--- config.mk ---
export PLATFORM = sky130hd
export DESIGN_NAME = sram16_write_capture
export DESIGN_NICKNAME = d
export VERILOG_FILES = /design/src/rtl/sram16_pkg.sv /design/src/rtl/sram16_write_capture.sv
export SDC_FILE = /design/constraint.sdc
export NUM_CORES = 1
export LEC_CHECK = 0
export BUFFER_PORTS_ARGS = -buffer_cell sky130_fd_sc_hd__buf_2
export CAP_MARGIN = 20
export CORE_MARGIN = 2
export CORE_UTILIZATION = 30
export DETAILED_ROUTE_END_ITERATION = 7
export PLACE_DENSITY_LB_ADDON = 0.1
export SYNTH_ARGS = -nofsm -noshare
export SYNTH_HDL_FRONTEND = slang
export SYNTH_SLANG_ARGS = --single-unit
--- constraint.sdc ---
create_clock -name clk -period 1.8 [get_ports clk]
set_input_delay 0.36 -clock clk [delete_from_list [all_inputs] [get_ports clk]]
set_output_delay 0.36 -clock clk [all_outputs]
set_load 0.01 [all_outputs]
--- src/rtl/sram16_pkg.sv ---
package sram16_pkg;

    localparam int LANE_W = 8;
    localparam int LANES  = 2;
    localparam int DATA_W = LANE_W * LANES;

    typedef enum logic [2:0] {
        MD_DESEL  = 3'd0,
        MD_NOLANE = 3'd1,
        MD_OUTOFF = 3'd2,
        MD_READ   = 3'd3,
        MD_WRITE  = 3'd4
    } mode_e;

endpackage

--- src/rtl/sram16_write_capture.sv ---
module sram16_write_capture
    import sram16_pkg::*;
#(
    parameter int IDX_W = 8
) (
    input  logic              clk,
    input  logic              rst_n,
    input  logic              win_open,
    input  logic [IDX_W-1:0]  idx,
    input  logic [DATA_W-1:0] data,
    input  logic [LANES-1:0]  lane_sel,
    output logic              commit,
    output logic [IDX_W-1:0]  cap_idx,
    output logic [DATA_W-1:0] cap_data,
    output logic [LANES-1:0]  cap_lanes
);

    typedef struct packed {
        logic              win;
        logic [IDX_W-1:0]  idx;
        logic [DATA_W-1:0] data;
        logic [LANES-1:0]  lanes;
    } cap_t;

    cap_t st_d, st_q;

    always_comb begin
        st_d     = st_q;
        st_d.win = win_open;
        if (win_open) begin
            st_d.idx   = idx;
            st_d.data  = data;
            st_d.lanes = lane_sel;
        end
    end

    always_ff @(posedge clk or negedge rst_n) begin
        if (!rst_n) begin
            st_q <= '0;
        end else begin
            st_q <= st_d;
        end
    end

    assign commit    = st_q.win & ~win_open;
    assign cap_idx   = st_q.idx;
    assign cap_data  = st_q.data;
    assign cap_lanes = st_q.lanes;

endmodule

; ---- Word level (Yosys, flattened, before mapping)
; Index checks and enable logic that the tools add are counted.
[classes]
bitwise_logic = 2
[op_table]
columns = operator, n
row1 = $and A1 B1 Y1, 1
row2 = $not A1 Y1, 1
[totals]
regBits = 27
elab_cells = 6
inputBits = 29

; ---- Longest topological paths before layout
[logic_depth]
word_depth = 2
ltp_mapped = 3

; ---- Worst setup path after synthesis
; No wires, ideal clock.
[synth_path]
path_kind = input-to-output
from = input port win_open
to = output port commit
path_slack_ns = 0.622
t_arrival_ns = 0.818
n_path_buf = 2
t_required_ns = 1.440
path_stages = 3
path_cell_list = buf_6 buf_12 nor2b_1
[synth_via]
elab_chain_len = 2
[synth_lines]
columns = item, line_no
row1 = from (decl), sram16_write_capture.sv:8  ; input logic win_open,
row2 = $not A1 Y1, sram16_write_capture.sv:45  ; assign commit = st_q.win & ~win_open;
row3 = $and A1 B1 Y1, sram16_write_capture.sv:45
row4 = to (decl), sram16_write_capture.sv:12  ; output logic commit,
; No other way between the ends.

; ---- Worst setup path after layout
[layout_path]
from = register st_q[26] (netlist bit)
to = output port commit
[layout_via]
elab_chain_len = 1
[layout_lines]
columns = item, line_no
row1 = from (decl), sram16_write_capture.sv:25  ; cap_t st_d, st_q;
row2 = from (signal assigned), sram16_write_capture.sv:41  ; st_q <= st_d;
row3 = $and A1 B1 Y1, sram16_write_capture.sv:45
; No other way between the ends.

==> metrics.md <==
| Metric | Value |
|---|---|
| Crit path launch type | `register` |
| Slew headroom | `around three fifths` |
| Die ar. | `4850 sq um` |
| Routed met1 length | `approximately 930 um` |
| Post-Route WL | `2.15 mm` |
| Row cnt | `23` |
| Req. time, crit path | `1.44 ns` |
| Gpl congestion | `0.662` |
| Drt drc | `0` |
| Setup_tns | `0 ns` |
| TritonCTS clock tree | `built` |
| Met2 WL post-DR | `1.00 mm` |
| Final min period | `1.26 ns` |
| Hold Violations, Final | `0` |
| Pwr dens | `875 nW/um^2` |
| Initial core utilization | `31.6%` |
| Hold slack | `0.0895 ns` |
| First-pass GRT wire length | `approximately 3.8 mm` |
| Worst Path Max Fanout | `1` |
| Die X | `69.6 um` |
| Die Y | `69.6 um` |
| P_int | `967 uW` |
| Bufs on Longest Clock Path | `2` |
| Worst Setup End Kind | `primary output` |
| Pleak | `0.000756 uW` |
| H-tree depth | `1` |
| Worst r2r path cells | `1` |
| DR vias | `660` |
| CP Cell Sequence | `nor2b_1, buf_2` |
| EDFF count, synth | `0` |
| Hpwl dp | `1.61 mm` |
| Total global-route track usage | `around 10%` |
| Routed wire per std cell | `13.0 um` |
| Synth top area cells | `dfrtp_1 (52%), mux2_4 (22%), buf_4 (15%)` |
| Cells after Synth | `83` |
| Routed Antenna Nets | `0` |
| Area Overhead vs Synth | `12.7%` |
| Asr flop ratio synth | `between 90% and 100%` |
| R2r endpoint | `cap_idx[0]$_DFFE_PN0P_` |
| Vias in the first global route | `782` |
| Uppermost layer routed | `met4` |
| Total gr overflow | `0` |
| Initial DRC count | `36` |
| Clock slew at reported path FFs | `approximately 0.090 ns` |
| Crit Path Class | `register to primary output` |
| Max incr delay on CP | `0.36 ns` |
| Filler Cells Inserted | `435` |
| DR vias/cell | `4.00` |
| DRT Pass-1 Iters | `3` |
| Status | `finished clean` |
| Sw power | `307 uW` |
| Max VDD drop | `slightly below 0.5 mV` |
| Initial antenna violation count | `0` |
| Yosys cell types | `7` |
| CP arrival | `roughly 0.9 ns` |
| Reg power frac | `54.6%` |
| # diodes | `0` |
| Power share of the clock group | `between 20% and 30%` |
| Layout cells sized above 1 | `about three quarters` |
| Clk sink count | `27` |
| Count leader, synth | `dfrtp_1` |
| Port Buffer Count | `55` |
| Most frequent cells after synthesis | `dfrtp_1 (27), buf_4 (26), mux2_4 (19), mux2_2 (7), buf_12 (2)` |
| Cell taking the most area after synthesis | `dfrtp_1` |
| Fmax | `0.795 GHz` |
| RSZ-0062 raised after global routing | `no` |
| Highest-delay cell along the critical path | `dfrtp_1` |
| Clk_lat worst skew | `0.26 ns` |
| Mapped Nets | `between 100 and 150` |
| Fin nets | `around 150` |
| Setup-failing EPs final | `0` |
| IO Count | `56` |
| Flop2flop setup slack | `1.03 ns` |
| TritonCTS buffer count | `3` |
| Logic pwr share | `19.3%` |
| Root Driver | `clkbuf_8` |
| Hold Path Class | `primary input to asynchronous set/reset pin` |
| Switch share | `approximately a quarter` |
| Synth top area share | `between 50% and 60%` |
| Fin. max-slew vios | `0` |
| Share of the yosys chip area belonging to registers | `a little over half` |
| Cts repair resizes | `0` |
| Mapped cell area | `1290 sq um` |
| Fin crit share | `69.9%` |
| Clock Skew | `0 ns` |
| Routed wl met3 | `~200 um` |
| Postcts setup bufs | `0` |
| CORE AREA | `4090 sq um` |
| Yosys Warn Count | `0` |
| Largest net degree at the start of global routing | `28` |
| Post-CTS Hold Buffers | `0` |
| Post-synthesis sequential element count | `27` |
| FF-to-FF Start | `cap_idx[0]$_DFFE_PN0P_` |
| Top FF cell, synth | `dfrtp_1` |
| MaxCap Viol Count | `0` |
| Slew @ Worst Pin | `0.598 ns` |
| Post-Syn Area per Cell | `between 15 and 20 sq um` |
==> worst max-delay path, delay by kind of cell (launching register included) <==
kind / cells / cell delay, ns
DFF: 1 / 0.36
buffers and inverters: 1 / 0.15
and+or+nand+nor: 1 / 0.12
==> per-layer routing <==
metal	up-vias	global-route usage (%)
met5	-	0
met4	0	1.92
met3	2	4.94
met2	31	16.3
met1	313	11.9
li1	314	-
==> cells in the final DEF (no fill, tap or decap) <==
master,count
clkbuf_8,3
nor2b_1,1
mux2_4,19
buf_2,55
mux2_2,7
buf_12,1
dfrtp_1,27
clkbuf_1,1
buf_4,1
==> sequential cells by signal, summed over array words and instances (netlist names) <==
register   cells
st_q           1
cap_data      16
cap_lanes      2
cap_idx        8
==> cell families after synthesis <==
kind of cell / count (synthesis) / synth area share [%]
muxes: 26 / 28.2
DFF: 27 / 52.3
and+or+nand+nor: 1 / 0.484
buffers and inverters: 29 / 19.1
==> power groups by stage <==
stage,logic (uW),registers (uW),clock network [uW]
floorplan,227,700,0
global placement,248,707,0
detailed placement,251,708,0
CTS,252,697,355
global route,269,706,390
finish,246,695,334
==> area by class of cell <==
| cell class | count | area, sq um | share of cell area [%] |
|---|---|---|---|
| sequential | 27 | 676 | 46.4 |
| timing repair buffer | 57 | 303 | 20.8 |
| clock buffer | 4 | 45.0 | 3.09 |
| multi-input combinational | 27 | 370 | 25.4 |
| tap | 50 | 62.6 | 4.30 |
==> worst max-delay path by stage <==
stage                                   from                        to  slack [ns]  cells after the start
after floorplan                     win_open                    commit        0.62                      3
final                     st_q[26]$_DFF_PN0_                    commit        0.54                      2
after detailed placement            win_open  cap_data[11]$_DFFE_PN0P_        0.46                      3
after CTS                 st_q[26]$_DFF_PN0_                    commit        0.52                      2
after global placement              win_open   cap_data[7]$_DFFE_PN0P_        0.48                      3
after global routing      st_q[26]$_DFF_PN0_                    commit        0.49                      2
==> metrics by stage <==
stage,total power (uW),area [sq um],cells,utilization [%],setup slack (ns)
after floorplan,928,1290,83,-,0.622
after global placement,955,1410,161,34.5,0.478
after detailed placement,959,1410,161,34.5,0.458
after CTS,1300,1460,165,35.6,0.516
after global routing,1360,1460,165,35.6,0.491
final,1270,1460,165,35.6,0.542
Power figures use the tool's default switching activity.
